File: config.mk
export PLATFORM = sky130hd
export DESIGN_NAME = multi_interval_timer
export DESIGN_NICKNAME = d
export VERILOG_FILES = /design/src/rtl/multi_interval_timer.sv
export SDC_FILE = /design/constraint.sdc
export NUM_CORES = 1
export LEC_CHECK = 0
export ABC_AREA = 1
export BUFFER_PORTS_ARGS = -buffer_cell sky130_fd_sc_hd__buf_2
export CAP_MARGIN = 15
export CORE_ASPECT_RATIO = 1.2
export CORE_MARGIN = 5
export CORE_UTILIZATION = 48
export CTS_CLUSTER_SIZE = 12
export DETAILED_ROUTE_END_ITERATION = 10
export GPL_TIMING_DRIVEN = 0
export SLEW_MARGIN = 20
export SYNTH_ARGS = -nofsm -noshare
export SYNTH_HDL_FRONTEND = slang
export SYNTH_SLANG_ARGS = --single-unit
File: constraint.sdc
create_clock -name clk -period 5.1 [get_ports clk]
set_input_delay 0.51 -clock clk [delete_from_list [all_inputs] [get_ports clk]]
set_output_delay 0.51 -clock clk [all_outputs]
set_load 0.03 [all_outputs]
File: src/rtl/multi_interval_timer.sv
module multi_interval_timer #(
  parameter int NCH = 6,
  parameter int W   = 32,
  parameter int AW  = 8,
  parameter int PW  = 3
) (
  input  logic          clk,
  input  logic          rst_n,
  input  logic [AW-1:0] addr,
  input  logic          wr_en,
  input  logic [W-1:0]  wdata,
  output logic [W-1:0]  rdata,
  input  logic          tick_in,
  output logic          irq
);
  localparam int PCW = (1 << PW) - 1;

  logic [NCH-1:0] ien, pend, expire;
  logic [7:0]     ctl  [NCH];
  logic [W-1:0]   ival [NCH];
  logic [W-1:0]   cur  [NCH];
  logic [PCW-1:0] pcnt [NCH];

  wire ien_we  = wr_en && addr == AW'(0);
  wire pend_we = wr_en && addr == AW'(4);
  wire [NCH-1:0] clr = pend_we ? wdata[NCH-1:0] : '0;

  assign irq = |(pend & ien);

  always_ff @(posedge clk) begin
    if (!rst_n) begin
      ien  <= '0;
      pend <= '0;
    end else begin
      if (ien_we) ien <= wdata[NCH-1:0];
      pend <= (pend & ~clr) | expire;
    end
  end

  for (genvar i = 0; i < NCH; i++) begin : g_ch
    logic ctl_we, ival_we, cur_we, run, step, reload;
    assign ctl_we  = wr_en && addr == AW'(16 + 16*i);
    assign ival_we = wr_en && addr == AW'(20 + 16*i);
    assign cur_we  = wr_en && addr == AW'(24 + 16*i);
    assign run     = ctl[i][0] && ctl[i][3:2] == 2'b01;
    assign step    = run && tick_in &&
                     pcnt[i] == (PCW'(1) << ctl[i][6:4]) - PCW'(1);
    assign expire[i] = step && cur[i] <= W'(1);
    assign reload  = ctl[i][1] && !ctl[i][7];

    always_ff @(posedge clk) begin
      if (!rst_n) begin
        ctl[i]  <= '0;
        ival[i] <= '0;
        cur[i]  <= '0;
        pcnt[i] <= '0;
      end else begin
        if (!ctl[i][0])          pcnt[i] <= '0;
        else if (run && tick_in) pcnt[i] <= step ? '0 : pcnt[i] + PCW'(1);

        if (ctl_we)                    ctl[i]    <= wdata[7:0];
        else if (expire[i] && !reload) ctl[i][0] <= 1'b0;

        if (ival_we) ival[i] <= wdata;

        if (cur_we)         cur[i] <= wdata;
        else if (expire[i]) cur[i] <= reload ? ival[i] : '0;
        else if (step)      cur[i] <= cur[i] - W'(1);
      end
    end

    p_count_r3: assert property (@(posedge clk) disable iff (!rst_n)
      (step && cur[i] > W'(1) && !cur_we) |=> cur[i] == $past(cur[i]) - W'(1));
    p_freeze_r10: assert property (@(posedge clk) disable iff (!rst_n)
      ((!tick_in || ctl[i][3:2] != 2'b01) && !cur_we) |=> $stable(cur[i]));
    p_reload_r5: assert property (@(posedge clk) disable iff (!rst_n)
      (expire[i] && reload && !ctl_we && !cur_we && !ival_we)
        |=> (ctl[i][0] && cur[i] == $past(ival[i])));
    p_oneshot_r6: assert property (@(posedge clk) disable iff (!rst_n)
      (expire[i] && !reload && !ctl_we && !cur_we) |=> (!ctl[i][0] && cur[i] == '0));
    p_set_wins_r8: assert property (@(posedge clk) disable iff (!rst_n)
      expire[i] |=> pend[i]);
    p_w1c_r7: assert property (@(posedge clk) disable iff (!rst_n)
      (pend_we && wdata[i] && !expire[i]) |=> !pend[i]);
  end

  always_comb begin
    rdata = '0;
    if (addr == AW'(0)) rdata = W'(ien);
    if (addr == AW'(4)) rdata = W'(pend);
    for (int i = 0; i < NCH; i++) begin
      if (addr == AW'(16 + 16*i)) rdata = W'(ctl[i]);
      if (addr == AW'(20 + 16*i)) rdata = ival[i];
      if (addr == AW'(24 + 16*i)) rdata = cur[i];
    end
  end
endmodule

==> results of run 1 <==
-- layer usage --
metal  GRT usage [%]  part of all wire (%)  up-vias  wire [µm]
met3            4.08                   6.4      384       7360
met5               0                     0        -          0
met2            60.1                    50     1285      57400
met4            19.9                   7.2        0       8310
li1                -                     -    12900          -
met1            38.6                    37    13100      42600
-- registers in the layout, indices dropped and copies added, names as in the netlist --
name  cells
ctl      48
cur     192
ien       6
ival    192
pcnt     42
pend      6
-- layout make-up --
class,instances,area (µm²)
buffer,155,722
clock buffer,74,1510
clock inverter,25,241
fill,5948,28600
inverter,399,1500
multi-input combinational,2588,13100
sequential,486,14500
tap,816,1020
timing repair buffer,83,566
-- where the power goes --
part	internal, mW	switching [mW]	leakage [nW]
combinational	0.143	0.503	7.16
clock	2.31	1.72	0.867
sequential	4.56	0.158	4.82
-- layout by cell type, fill, tap and decap left out, types with 20 or more instances in the layout --
master and instances:
inv_1 361, a31oi_1 21, a21oi_1 284, nand4_1 69, nor2_2 30, o21ai_0 167
a22oi_1 26, nand3_1 296, nand2_1 660, nor3_1 42, clkbuf_16 57, nor2_1 567
inv_2 27, a32oi_1 43, o221ai_1 24, edfxtp_1 474, o211ai_1 65, xor2_1 58
clkbuf_1 103, o21ai_1 20, buf_2 119
-- synthesized netlist by cell type, drive strengths merged, types with 2 or more instances --
cell     number
o31ai         7
o211ai       65
o221ai       24
a211oi        9
or2          24
o21bai        2
a21oi       286
o2111ai      16
and3          3
or3           3
nor3b        17
a311oi        2
buf          65
a32oi        43
nand2       676
a21boi        2
a221oi       10
nand3b        5
nand4        74
a22oi        26
edfxtp      474
o22ai         2
a31oi        21
nor3         54
clkinv       11
ha           18
xor2         58
o21a          9
nor4         18
xnor2        11
dfxtp        12
and2          2
inv         388
nor2        604
clkbuf       90
o21ai       191
nand3       301
or4           3
-- worst paths after layout --
check	to	cells after the start
setup / recovery	rdata[7]	14
setup reg to reg	cur[5][20]$_DFFE_PP_	12
hold / removal	cur[4][31]$_SDFFCE_PN0P_	3
hold reg to reg	pend[5]$_SDFF_PN0_	2
-- worst max-delay path, stage by stage --
cell and delay, ps:
buf_2 120, nor2_4 190, nand3_1 440, nor2_2 480, clkbuf_1 580, a21oi_1 170
nand4_1 160, o21ai_0 140, nand4_1 130, nand2_1 70, nand3_1 110, nand2_1 80
nand4_1 80, buf_2 210
-- cells by family (layout without fill, tap and decap cells) --
logic type,after synthesis,after routing
DFF,486,486
buffers and inverters,554,736
xor gates and xnor gates,69,69
and+or+nand+nor,1784,1784
adders and majority gates,18,18
AOI/OAI and AO/OA,717,717
-- per-stage QoR --
step	setup WS, ps	hold WS, ps	util, %	TNS (ps)	power [mW]
6_report	1100	326	53.7	0	9.39
3_5_place_dp	1080	473	50.8	0	5.42
5_1_grt	945	309	53.7	0	9.64
3_3_place_gp	-1040	468	50.4	-84950	5.39
4_1_cts	1050	290	53.7	0	9.41
2_1_floorplan	962	454	-	0	5.10
==> flow_summary.json, run 1 <==
{
  "status": "completed",
  "grt_start_max_net_pins": 33,
  "synth_edf_count": 474,
  "die_h_um": 283,
  "io_pins": 77,
  "yosysSeqAreaShare_pct": 48.7,
  "area_growth_syn_to_layout_pct": 11.5,
  "wl_per_cell_um": 25.0,
  "clock-sinks": 486,
  "hp-start": "wdata[31]",
  "synth_nets": 3690,
  "yosysWarnings": 0,
  "cts_buffers": 54,
  "maxSlewViolCount": 0,
  "initial_core_util_pct": 48.2,
  "dp_cells": 4527,
  "globalplace.congestion": 0.989,
  "synth_seq_cells": 486,
  "finClkSkew_ps": 17.9,
  "fin_cells": 4626,
  "rows": 100,
  "min_period_over_period_pct": 78.4,
  "antenna_found_initial": 1,
  "arrival_ps": 3490,
  "grt.total_usage_pct": 33.5,
  "synth-adder-area-share_pct": 0.758,
  "post-dp-hpwl_um": 92400,
  "cp-end-kind": "primary output",
  "ir_drop_uv": 255,
  "r2r_start": "cur[5][3]$_DFFE_PP_",
  "p_leak_nw": 12.9,
  "hold_class": "in2reg",
  "rsz0062_at_grt": "false",
  "holdBufCountCts": 0,
  "fin_area_um2": 33100,
  "period_minus_slack_ps": 4000,
  "finalSetupViolations": 0,
  "worstPathRequired_ps": 4590,
  "io_buffers": 75,
  "antenna_left": 0,
  "clk-insertion-delay-late_ps": 630,
  "synth_compound_area_share_pct": 14.5,
  "muxShareOfSynthArea_pct": 0,
  "r2r_slack_ps": 1420,
  "synth-simple-area-share_pct": 26.5,
  "syn_avg_cell_area_um2": 8.19,
  "synth-async-reset-ratio_pct": 0,
  "clk_path_buf_depth": 3,
  "grt_pass1_vias": 27800,
  "crit_fanout": 10,
  "htreeDepth": 2,
  "synth_top_area_share_pct": 47.9,
  "worstMarginPinSlew_ps": 1210,
  "cellPowerDensity_nw_per_um2": 284,
  "cts_tree": "done",
  "fp.dieArea_um2": 67000,
  "cp-start-kind": "input pin",
  "antennaDiodeCount": 0,
  "synth_area_leader_cell": "edfxtp_1",
  "grt_overflow": 0,
  "drt_iter0_markers": 2542,
  "avgViaCountPerCell": 5.96,
  "drt_wl_total_um": 116000,
  "nets": 3829,
  "ctsRootBufferMaster": "clkbuf_16",
  "startpoint": "addr[1]",
  "hold_violations": 0,
  "slew_headroom_pct": 19.1,
  "netlist_area_um2": 29700,
  "synth_top_family_by_area": "simple AND/OR/NAND/NOR gates",
  "synth_flop_cell": "edfxtp_1",
  "grt_first_pass_wirelength_um": 169000,
  "cts_setup_buffers": 0,
  "cts_resized": 0,
  "core_um2": 61700,
  "critPathKind": "in2out",
  "max_freq_mhz": 250,
  "synth_xor_area_share_pct": 2.03,
  "cap_violations": 0,
  "synthTopCellsByArea": "edfxtp_1 (48%), nand2_1 (8.4%), nor2_1 (7.2%), nand3_1 (5.0%), a21oi_1 (4.8%)",
  "drive_gt1_share_pct": 9.37,
  "drc": 0,
  "synth_cell_types": 61,
  "die_x_um": 237,
  "clk_pin_slew_ps": 60,
  "vias": 27600,
  "postPlaceCellArea_um2": 31400,
  "synth_cells": 3628,
  "firstDrtPassIters": 6
}
Note: power is estimated with default switching activity, not from simulation.
==> inputs of run 2 (changes only) <==
--- a/config.mk
+++ b/config.mk
@@ -14,6 +14,7 @@
 export CTS_CLUSTER_SIZE = 12
 export DETAILED_ROUTE_END_ITERATION = 10
 export GPL_TIMING_DRIVEN = 0
+export PLACE_DENSITY = 0.66
 export SLEW_MARGIN = 20
 export SYNTH_ARGS = -nofsm -noshare
 export SYNTH_HDL_FRONTEND = slang
==> constraint.sdc (replaced) <==
create_clock -name clk -period 3.25 [get_ports clk]
set_input_delay 0.325 -clock clk [delete_from_list [all_inputs] [get_ports clk]]
set_output_delay 0.325 -clock clk [all_outputs]
set_load 0.03 [all_outputs]
==> flow_summary.json, run 2 (synthesis gave the netlist of run 1 again) <==
{
  "status": "completed",
  "area_growth_syn_to_layout_pct": 10.9,
  "clk-insertion-delay-late_ps": 620,
  "initial_core_util_pct": 48.2,
  "gr-usage-met3_pct": 4.49,
  "grt_first_pass_wirelength_um": 160000,
  "power_mw": 14.1,
  "max_freq_mhz": 310,
  "met1_usage_pct": 36.5,
  "fin_util_pct": 53.4,
  "rsz0062_at_grt": "true",
  "maxSlewViolCount": 0,
  "antenna_left": 0,
  "hold_violations": 0,
  "globalplace.congestion": 0.939,
  "drc": 0,
  "cp-start-kind": "input pin",
  "firstDrtPassIters": 8,
  "avgViaCountPerCell": 5.91,
  "finalSetupViolations": 0,
  "clock-sinks": 486,
  "worstMarginPinSlew_ps": 1190,
  "grt_pass1_vias": 26700,
  "clk_path_buf_depth": 3,
  "critPathKind": "in2out",
  "cts_tree": "done",
  "drive_gt1_share_pct": 9.63,
  "hold_class": "in2reg",
  "core_um2": 61700,
  "grt_start_max_net_pins": 33,
  "wl_per_cell_um": 23.7,
  "final_cell_mix": "nand2_1 (660), nor2_1 (561), edfxtp_1 (474)",
  "slew_headroom_pct": 20.7,
  "use_met2_pct": 56.5,
  "htreeDepth": 2,
  "nets": 3825,
  "drt_wl_total_um": 109000,
  "post-dp-hpwl_um": 87300,
  "layout_commonest_cell": "nand2_1",
  "die_x_um": 237,
  "worstPathRequired_ps": 2920,
  "ir_drop_uv": 388,
  "drt_iter0_markers": 3136,
  "die_h_um": 283,
  "grt.total_usage_pct": 31.5,
  "grt_overflow": 0,
  "io_pins": 77,
  "vias": 27300,
  "finClkSkew_ps": 22.8,
  "arrival_ps": 2900,
  "cp-end-kind": "primary output",
  "cap_violations": 0,
  "clk_pin_slew_ps": 60,
  "fp.dieArea_um2": 67000,
  "ctsRootBufferMaster": "clkbuf_16",
  "antenna_found_initial": 0,
  "cellPowerDensity_nw_per_um2": 428,
  "holdBufCountCts": 0,
  "io_buffers": 75,
  "min_period_over_period_pct": 99.3,
  "period_minus_slack_ps": 3230,
  "crit_fanout": 10,
  "antennaDiodeCount": 0,
  "p_leak_nw": 12.8,
  "largest_registers": "cur: 192 flops, ival: 192 flops, ctl: 48 flops",
  "top_usage_layer": "met2",
  "cts_buffers": 53,
  "rows": 100,
  "holdWs_ps": 151
}
[run 2: where the power goes]
part           internal (mW)  total, mW  switching (mW)  leakage, nW
Sequential              7.15       7.40           0.246         4.82
Clock                   3.13       5.70            2.57        0.753
Combinational          0.218      0.990           0.772         7.18
[run 2: final timing paths]
path | start | end | depth (start not counted) | slack, ps
max | addr[3] | rdata[21] | 13 | 20
min | wdata[31] | cur[4][31]$_SDFFCE_PN0P_ | 3 | 150
max reg2reg | cur[4][16]$_SDFFCE_PN0P_ | cur[4][17]$_SDFFCE_PN0P_ | 12 | 60
min reg2reg | pend[5]$_SDFF_PN0_ | pend[5]$_SDFF_PN0_ | 2 | 490
[run 2: worst max-delay path, cell delays in order]
cell	delay, ps
buf_2	120
inv_1	120
nand3_2	260
nor2_1	120
buf_2	220
buf_2	230
a21oi_1	250
o211ai_1	160
a21oi_1	290
nand4_1	180
a21oi_1	230
nand3_1	150
buf_2	210
[run 2: layout make-up]
| type | instances | area [µm²] |
|---|---|---|
| tap | 816 | 1020 |
| clock buffer | 69 | 1390 |
| inverter | 399 | 1500 |
| multi-input combinational | 2588 | 13200 |
| buffer | 154 | 731 |
| clock inverter | 23 | 154 |
| timing repair buffer | 81 | 513 |
| fill | 5959 | 28700 |
| sequential | 486 | 14500 |
[run 2: repair_timing]
action,CTS,global route
setup buffers,0,1
resized for setup,14,22
endpoints found under the setup margin,127,70
pin swaps,0,1
[run 2: per-stage QoR]
step / cell area (µm²) / setup slack, ps / TNS (ps) / cells
6_report: 32900 / 21.8 / 0 / 4616
5_1_grt: 32900 / -99.9 / -634 / 4616
4_1_cts: 32900 / 3.47 / 0 / 4615
3_5_place_dp: 31300 / -837 / -114550 / 4524
3_3_place_gp: 31100 / -1340 / -236350 / 4519
2_1_floorplan: 29700 / 165 / 0 / 3628
[run 2: per-layer routing]
layer | vias up | routed length (µm)
li1 | 12800 | -
met1 | 12700 | 40200
met2 | 1335 | 53700
met3 | 358 | 8240
met4 | 0 | 7140
met5 | - | 0
